===== src/rtl/sram_cyc_pkg.sv =====
package sram_cyc_pkg;
  typedef enum logic [1:0] {
    PH_IDLE   = 2'd0,
    PH_SETUP  = 2'd1,
    PH_STROBE = 2'd2,
    PH_HOLD   = 2'd3
  } phase_e;

  typedef struct packed {
    logic [1:0] width;
    logic [2:0] setup;
    logic [2:0] hold;
    logic [4:0] waits;
    logic       bs_hold;
  } area_cfg_t;

  function automatic logic [3:0] lane_mask(input logic [1:0] width);
    case (width)
      2'd0:    lane_mask = 4'b0001;
      2'd1:    lane_mask = 4'b0011;
      default: lane_mask = 4'b1111;
    endcase
  endfunction
endpackage


===== src/rtl/sram_cyc_seq.sv =====
module sram_cyc_seq
  import sram_cyc_pkg::*;
#(
  parameter int unsigned CW       = 5,
  parameter int unsigned MAX_WAIT = 25
) (
  input  logic          clk_i,
  input  logic          rst_ni,
  input  logic          start_i,
  input  logic [2:0]    start_setup_i,
  input  logic          start_bs_hold_i,
  input  logic [CW-1:0] start_waits_i,
  input  logic [CW-1:0] waits_q_i,
  input  logic [2:0]    hold_q_i,
  input  logic          ext_ready_i,
  output phase_e        phase_o,
  output logic          capture_o,
  output logic          bs_active_o,
  output logic          done_o
);
  phase_e        phase_q;
  logic [CW-1:0] cnt_q;
  logic [1:0]    bs_left_q;
  logic          done_q;
  logic          strobe_end;

  // strobe leaves when counter expired and ready seen (ready ignored with zero waits)
  assign strobe_end  = (phase_q == PH_STROBE) && (cnt_q == '0) &&
                       ((waits_q_i == '0) || ext_ready_i);
  assign capture_o   = strobe_end;
  assign bs_active_o = (phase_q != PH_IDLE) && (bs_left_q != 2'd0);
  assign phase_o     = phase_q;
  assign done_o      = done_q;

  always_ff @(posedge clk_i or negedge rst_ni) begin
    if (!rst_ni) begin
      phase_q   <= PH_IDLE;
      cnt_q     <= '0;
      bs_left_q <= 2'd0;
      done_q    <= 1'b0;
    end else begin
      done_q <= 1'b0;
      if (phase_q != PH_IDLE && bs_left_q != 2'd0) bs_left_q <= bs_left_q - 2'd1;
      case (phase_q)
        PH_IDLE: if (start_i) begin
          bs_left_q <= (start_bs_hold_i && start_setup_i != 3'd0) ? 2'd2 : 2'd1;
          if (start_setup_i != 3'd0) begin
            phase_q <= PH_SETUP;
            cnt_q   <= CW'(start_setup_i) - CW'(1);
          end else begin
            phase_q <= PH_STROBE;
            cnt_q   <= start_waits_i;
          end
        end
        PH_SETUP: begin
          if (cnt_q == '0) begin
            phase_q <= PH_STROBE;
            cnt_q   <= waits_q_i;
          end else cnt_q <= cnt_q - CW'(1);
        end
        PH_STROBE: begin
          if (strobe_end) begin
            if (hold_q_i != 3'd0) begin
              phase_q <= PH_HOLD;
              cnt_q   <= CW'(hold_q_i) - CW'(1);
            end else begin
              phase_q <= PH_IDLE;
              done_q  <= 1'b1;
            end
          end else if (cnt_q != '0) cnt_q <= cnt_q - CW'(1);
        end
        PH_HOLD: begin
          if (cnt_q == '0) begin
            phase_q <= PH_IDLE;
            done_q  <= 1'b1;
          end else cnt_q <= cnt_q - CW'(1);
        end
        default: phase_q <= PH_IDLE;
      endcase
    end
  end

  p_cnt_bound_r5: assert property (@(posedge clk_i) disable iff (!rst_ni)
    (phase_q != PH_IDLE) |-> (cnt_q <= CW'(MAX_WAIT)));
  p_ready_ignored_r6: assert property (@(posedge clk_i) disable iff (!rst_ni)
    (phase_q == PH_STROBE && cnt_q == '0 && waits_q_i == '0) |=> (phase_q != PH_STROBE));
  p_done_in_idle_r10: assert property (@(posedge clk_i) disable iff (!rst_ni)
    done_q |-> (phase_q == PH_IDLE));
  p_done_single_r10: assert property (@(posedge clk_i) disable iff (!rst_ni)
    done_q |=> !done_q);
endmodule


===== src/rtl/sram_cyc_lanes.sv =====
module sram_cyc_lanes
  import sram_cyc_pkg::*;
(
  input  phase_e      phase_i,
  input  logic        write_i,
  input  logic [3:0]  be_i,
  input  logic [1:0]  width_i,
  input  logic [31:0] pin_data_i,
  output logic        rd_n_o,
  output logic [3:0]  we_n_o,
  output logic [31:0] rdata_o
);
  logic [3:0] mask;
  logic       strobe;

  assign mask   = lane_mask(width_i);
  assign strobe = (phase_i == PH_STROBE);
  assign rd_n_o = !(strobe && !write_i);
  assign we_n_o = (strobe && write_i) ? ~(be_i & mask) : 4'hF;

  for (genvar g = 0; g < 4; g++) begin : g_lane
    assign rdata_o[8*g +: 8] = mask[g] ? pin_data_i[8*g +: 8] : 8'h00;
  end
endmodule


===== src/rtl/sram_cycle_gen.sv =====
module sram_cycle_gen
  import sram_cyc_pkg::*;
#(
  parameter int unsigned AW        = 29,
  parameter logic [2:0]  AREA_CODE = 3'b110,
  parameter int unsigned MAX_WAIT  = 25
) (
  input  logic          clk_i,
  input  logic          rst_ni,
  input  logic          req_valid_i,
  output logic          req_ready_o,
  input  logic [AW-1:0] req_addr_i,
  input  logic [31:0]   req_wdata_i,
  input  logic [3:0]    req_be_i,
  input  logic          req_write_i,
  input  logic [1:0]    cfg_width_i,
  input  logic [2:0]    cfg_setup_i,
  input  logic [2:0]    cfg_hold_i,
  input  logic [4:0]    cfg_wait_i,
  input  logic          cfg_bs_hold_i,
  input  logic          ext_ready_i,
  output logic          cs_n_o,
  output logic          rd_n_o,
  output logic [3:0]    we_n_o,
  output logic          bs_n_o,
  output logic [AW-1:0] addr_o,
  output logic [31:0]   data_o,
  output logic          data_oe_o,
  input  logic [31:0]   data_i,
  output logic [31:0]   rsp_rdata_o,
  output logic          rsp_done_o
);
  localparam int unsigned CW = 5;

  phase_e        phase;
  area_cfg_t     cfg_d, cfg_q;
  logic [AW-1:0] addr_q;
  logic [31:0]   wdata_q, rdata_q, rdata_lane;
  logic [3:0]    be_q;
  logic          write_q, idle, accept, capture, bs_active;

  assign idle   = (phase == PH_IDLE);
  assign accept = req_valid_i && idle && (req_addr_i[28:26] == AREA_CODE);

  always_comb begin
    cfg_d.width   = cfg_width_i;
    cfg_d.setup   = cfg_setup_i;
    cfg_d.hold    = cfg_hold_i;
    cfg_d.waits   = (cfg_wait_i > 5'(MAX_WAIT)) ? 5'(MAX_WAIT) : cfg_wait_i;
    cfg_d.bs_hold = cfg_bs_hold_i;
  end

  always_ff @(posedge clk_i or negedge rst_ni) begin
    if (!rst_ni) begin
      cfg_q   <= '0;
      addr_q  <= '0;
      wdata_q <= '0;
      be_q    <= '0;
      write_q <= 1'b0;
      rdata_q <= '0;
    end else begin
      if (accept) begin
        cfg_q   <= cfg_d;
        addr_q  <= req_addr_i;
        wdata_q <= req_wdata_i;
        be_q    <= req_be_i;
        write_q <= req_write_i;
      end
      if (capture && !write_q) rdata_q <= rdata_lane;
    end
  end

  sram_cyc_seq #(.CW(CW), .MAX_WAIT(MAX_WAIT)) u_seq (
    .clk_i          (clk_i),
    .rst_ni         (rst_ni),
    .start_i        (accept),
    .start_setup_i  (cfg_d.setup),
    .start_bs_hold_i(cfg_d.bs_hold),
    .start_waits_i  (cfg_d.waits),
    .waits_q_i      (cfg_q.waits),
    .hold_q_i       (cfg_q.hold),
    .ext_ready_i    (ext_ready_i),
    .phase_o        (phase),
    .capture_o      (capture),
    .bs_active_o    (bs_active),
    .done_o         (rsp_done_o)
  );

  sram_cyc_lanes u_lanes (
    .phase_i   (phase),
    .write_i   (write_q),
    .be_i      (be_q),
    .width_i   (cfg_q.width),
    .pin_data_i(data_i),
    .rd_n_o    (rd_n_o),
    .we_n_o    (we_n_o),
    .rdata_o   (rdata_lane)
  );

  assign req_ready_o = idle;
  assign cs_n_o      = idle;
  assign bs_n_o      = !bs_active;
  assign addr_o      = addr_q;
  assign data_o      = wdata_q;
  assign data_oe_o   = write_q && !idle;
  assign rsp_rdata_o = rdata_q;

  p_idle_quiet_r3: assert property (@(posedge clk_i) disable iff (!rst_ni)
    cs_n_o |-> (rd_n_o && we_n_o == 4'hF && bs_n_o));
  p_rd_we_excl_r4: assert property (@(posedge clk_i) disable iff (!rst_ni)
    !rd_n_o |-> (we_n_o == 4'hF));
  p_bs_in_cs_r8: assert property (@(posedge clk_i) disable iff (!rst_ni)
    !bs_n_o |-> !cs_n_o);
  p_cfg_hold_r11: assert property (@(posedge clk_i) disable iff (!rst_ni)
    !idle |=> (idle || $stable(cfg_q)));
  p_area_gate_r2: assert property (@(posedge clk_i) disable iff (!rst_ni)
    (idle && req_valid_i && req_addr_i[28:26] != AREA_CODE) |=> cs_n_o);
endmodule


===== config.mk =====
export PLATFORM = sky130hd
export DESIGN_NAME = sram_cycle_gen
export DESIGN_NICKNAME = d
export VERILOG_FILES = /design/src/rtl/sram_cyc_pkg.sv /design/src/rtl/sram_cyc_seq.sv /design/src/rtl/sram_cyc_lanes.sv /design/src/rtl/sram_cycle_gen.sv
export SDC_FILE = /design/constraint.sdc
export NUM_CORES = 1
export LEC_CHECK = 0
export BUFFER_PORTS_ARGS = -buffer_cell sky130_fd_sc_hd__buf_2
export CAP_MARGIN = 20
export CELL_PAD_IN_SITES_DETAIL_PLACEMENT = 0
export CELL_PAD_IN_SITES_GLOBAL_PLACEMENT = 1
export CORE_MARGIN = 3
export CORE_UTILIZATION = 39
export DETAILED_ROUTE_END_ITERATION = 7
export PLACE_DENSITY = 0.95
export RECOVER_POWER = 25
export SYNTH_ARGS = -nofsm -noshare
export SYNTH_HDL_FRONTEND = slang
export SYNTH_SLANG_ARGS = --single-unit

===== constraint.sdc =====
create_clock -name clk_i -period 4.1 [get_ports clk_i]
set_clock_uncertainty 0.1 [all_clocks]
set_input_delay 0.615 -clock clk_i [delete_from_list [all_inputs] [get_ports clk_i]]
set_output_delay 0.615 -clock clk_i [all_outputs]
set_load 0.02 [all_outputs]

==> PnR_summary.wiki <==
{| class="wikitable"
! Metric !! Value
|-
| Count of inserted antenna diode cells || 0
|-
| Pin count of the biggest net entering global routing || 93
|-
| Path category of the worst min-delay check || input pin to flop
|-
| Post-synthesis share of cell area spent on full adders, half adders and majority gates || 1.734%
|-
| Start point of the critical path || u_seq.cnt_q[0]
|-
| Root Buffer Master || sky130_fd_sc_hd__clkbuf_16
|-
| Number of fillers in the final layout || 1,050
|-
| Standard-cell rows || 40
|-
| Synthesized flop and latch total || between 100 and 150
|-
| Worst-skew pair later-pin latency || 0.40 ns
|-
| Seq/Total Area, Yosys || 58.46%
|-
| Count of boundary I/O pins || about 220
|-
| Vertical die dimension || 119.8 µm
|-
| Die Span X || 119.8 µm
|-
| Nets@finish || 760
|-
| Synthesized area per cell || about 12 µm²
|-
| Total power per unit cell area || 783.5 mW/mm²
|-
| Most area-hungry cell type in the Yosys netlist || sky130_fd_sc_hd__dfrtp_1
|-
| Share of the synthesized area in the top cell type || 58.46%
|-
| Most common cell in the netlist || sky130_fd_sc_hd__dfrtp_1
|-
| Worst reg2reg path endpoint || rsp_rdata_o[7]
|-
| Remaining global-route overflow || 0
|-
| NetSw || roughly 1900 µW
|-
| Start of the worst register-to-register path || u_seq.cnt_q[0]
|-
| TritonCTS sink count || 118
|-
| Crit path time final || just under 3 ns
|-
| Total of buffers placed on input and output ports || 218
|-
| Area of the multi-input gates || 0.001938 mm²
|-
| Final count of hold timing violations || 0
|-
| Critical path start-end classification || flop to flop
|-
| Post-CTS setup buffer count || 0
|-
| Synthesized cell area || between 0.005 and 0.006 mm²
|-
| Data required time of the worst path || 4.29 ns
|-
| Endpoint of the worst setup timing path || rsp_rdata_o[7]
|-
| Vias per inst || 4.953
|-
| Pre-CTS setup slack || around 1.2 ns
|-
| RSZ-0062 raised after global routing || no
|-
| Number of antenna violations at the first check in global routing || 0
|-
| Cell-internal power || 3550 µW
|-
| Maximum capacitance violations || 1
|-
| Portion of total power attributed to sequential cells || approximately 36%
|-
| Cts repair resizes || 0
|-
| Proportion of power drawn by combinational gates || 34.7%
|-
| DIE AREA || 0.01435 mm²
|-
| H-tree depth reported by CTS || 4
|-
| Highest Clock Rate || 0.3468 GHz
|-
| Critical path launch point type || flop
|-
| Top post-synthesis cells by count || sky130_fd_sc_hd__dfrtp_1 (118), sky130_fd_sc_hd__mux2_2 (74), sky130_fd_sc_hd__nand2_1 (59)
|-
| Wire length of the first global-routing pass || 20,160 µm
|-
| Fraction of layout cells with a size suffix above 1 || approximately 52%
|-
| Endpoints failing setup || 0
|-
| Effective utilization at floorplan || 41.03%
|-
| Max-slew headroom || -29.35%
|-
| Parity-gate share of the synthesized area counting xor and xnor cells || 0.5202%
|-
| FF-to-FF setup slack || ~1.2 ns
|-
| Portion of netlist area occupied by mux cells || 17.69%
|-
| Area taken by flip-flops and latches || 0.002953 mm²
|-
| Highest ir drop seen on vdd || 471.6 µV
|-
| Post-route clock period utilization || 70.34%
|-
| Switching portion of total power || roughly a third
|-
| Dominant combinational cell family by area after synthesis || multiplexers
|-
| Synth async-reset ratio || 100.0%
|-
| Number of flops mapped to enable cells by yosys || 0
|-
| Drt initial violations || approximately 240
|-
| Hold buffer count at cts || 0
|-
| Synth Instances || about 420
|-
| Slew at the pin closest to its max-slew limit || approximately 1.9 ns
|-
| Max-slew violations || 36
|-
| Number of remaining DRC errors || 0
|-
| GP Congestion || 0.8723
|-
| Area fraction in compound gates after synthesis || around 8%
|-
| Clk pin slew, worst setup/hold paths || 0.05 ns
|-
| Post-route standard cell area excluding fillers || 0.006945 mm²
|-
| Crit end category || flop
|-
| Wirelength per Cell || 15.26 µm
|-
| Worst reg-to-reg path cell count || 6
|-
| Via count || approximately 4,000
|-
| Standard cell area after detailed placement || 0.006270 mm²
|-
| Sum of net half-perimeters after detailed placement || 9179 µm
|-
| Synth warn || 0
|-
| TritonCTS buffer count || 17
|-
| Clk pwr share || 29.3%
|-
| Arrival time at the worst endpoint || a little over 3 ns
|-
| CTS tree || built
|-
| Fraction of the mapped netlist area in simple logic gates || between 10% and 20%
|-
| GR Util All Layers || 17.70%
|-
| Detailed-router iteration count before antenna repair || 4
|-
| Post-layout util || 56.41%
|-
| Outcome || finished, violations left
|-
| Syn_nets || 542
|-
| Clock Tree Buf Depth || 2
|-
| Core Box Area || about 0.012 mm²
|-
| Accumulated negative setup slack || 0 ns
|-
| Area added between synthesis and finish || 37.50%
|-
| Remaining antenna violation count || 0
|-
| Lkg Pwr || 0.003551 µW
|-
| Violated checks || capacitance limit, slew limit
|-
| Via count of the first global-routing pass || 4,137
|-
| Final wirelength || 12,460 µm
|-
| Worst-path fanout max || 56
|-
| Dominant synthesized flop cell || sky130_fd_sc_hd__dfrtp_1
|-
| Number of distinct library cell variants in the gate-level netlist after synthesis || 43
|-
| Final WS setup || 1.216 ns
|-
| Biggest area contributors in the synthesized netlist || sky130_fd_sc_hd__dfrtp_1 (58%), sky130_fd_sc_hd__mux2_2 (16%), sky130_fd_sc_hd__nand2_1 (4.4%)
|}
==> metrics by stage <==
stage,hold slack [ns],cells,power (µW)
2_1_floorplan,0.2194,419,3188
3_3_place_gp,0.3475,785,3797
3_5_place_dp,0.3457,785,3874
4_1_cts,0.3105,816,5502
5_1_grt,0.3212,817,5772
6_report,0.3304,817,5442
==> area by class of cell <==
| cell class | instances | area share (%) |
|---|---|---|
| Clock buffer | 24 | 7.368 |
| Sequential cell | 118 | 42.51 |
| Tap cell | 168 | 3.026 |
| Timing Repair Buffer | 222 | 16.41 |
| Clock inverter | 7 | 2.018 |
| Multi-Input combinational cell | 264 | 27.90 |
| Inverter | 14 | 0.7566 |
==> flip-flops by register name, indices dropped and copies added, names as in the netlist <==
signal	flops
rsp_rdata_o	32
cfg_q	10
u_seq.done_o	1
data_o	32
u_seq.phase_o	2
u_seq.cnt_q	5
u_seq.bs_left_q	2
write_q	1
be_q	4
addr_o	29
==> worst min-delay path by stage <==
| stage | startpoint | to | slack (ns) | cells after the start |
|---|---|---|---|---|
| 6_report | cfg_hold_i[1] | cfg_q[7] | 0.33 | 3 |
| 5_1_grt | req_wdata_i[11] | data_o[11] | 0.32 | 2 |
| 4_1_cts | cfg_hold_i[0] | cfg_q[6] | 0.31 | 3 |
| 3_5_place_dp | addr_o[27] | addr_o[27] | 0.35 | 1 |
| 3_3_place_gp | addr_o[28] | addr_o[28] | 0.35 | 1 |
| 2_1_floorplan | rst_ni | addr_o[0] | 0.22 | 0 |
==> critical path, stage by stage, from the launching register on <==
cell and delay (ns):
sky130_fd_sc_hd__dfrtp_1 0.40, sky130_fd_sc_hd__inv_1 0.11, sky130_fd_sc_hd__ha_1 0.22, sky130_fd_sc_hd__nor4b_4 0.49
sky130_fd_sc_hd__nand2_4 0.13, sky130_fd_sc_hd__or3_2 0.87, sky130_fd_sc_hd__mux2_4 0.43
==> per-layer routing <==
metal | share of wire [%] | vias up | track usage, %
met5 | 0 | - | 0
met4 | 2.2 | 0 | 7.373
met3 | 8.5 | 24 | 6.268
met2 | 48 | 195 | 28.35
met1 | 41 | 1919 | 21.78
li1 | - | 1909 | -
==> cells by family after synthesis <==
logic type | after synthesis
compound gates | 67
simple gates | 108
flops | 118
buf+inv | 37
fa+ha+maj | 7
mux | 79
xor+xnor | 3
==> power by group through the flow <==
stage	clock network, µW	registers [µW]	logic [µW]
3_5_place_dp	0	1970	1900
2_1_floorplan	0	2300	891
3_3_place_gp	0	1950	1850
6_report	1590	1960	1890
5_1_grt	1690	2030	2050
4_1_cts	1630	1960	1910
==> layout by cell type, fill, tap and decap left out, types with 7 or more instances in the layout <==
| cell type | netlist | routed |
|---|---|---|
| sky130_fd_sc_hd__nand3_1 | 8 | 8 |
| sky130_fd_sc_hd__a21oi_1 | 12 | 12 |
| sky130_fd_sc_hd__clkbuf_16 | 0 | 17 |
| sky130_fd_sc_hd__o21ai_0 | 34 | 34 |
| sky130_fd_sc_hd__ha_1 | 7 | 7 |
| sky130_fd_sc_hd__inv_1 | 14 | 14 |
| sky130_fd_sc_hd__buf_2 | 4 | 217 |
| sky130_fd_sc_hd__nor2_1 | 11 | 11 |
| sky130_fd_sc_hd__dfrtp_1 | 118 | 118 |
| sky130_fd_sc_hd__mux2_2 | 74 | 74 |
| sky130_fd_sc_hd__nand2_1 | 59 | 59 |
No activity file was read; power rests on OpenSTA's default activity.
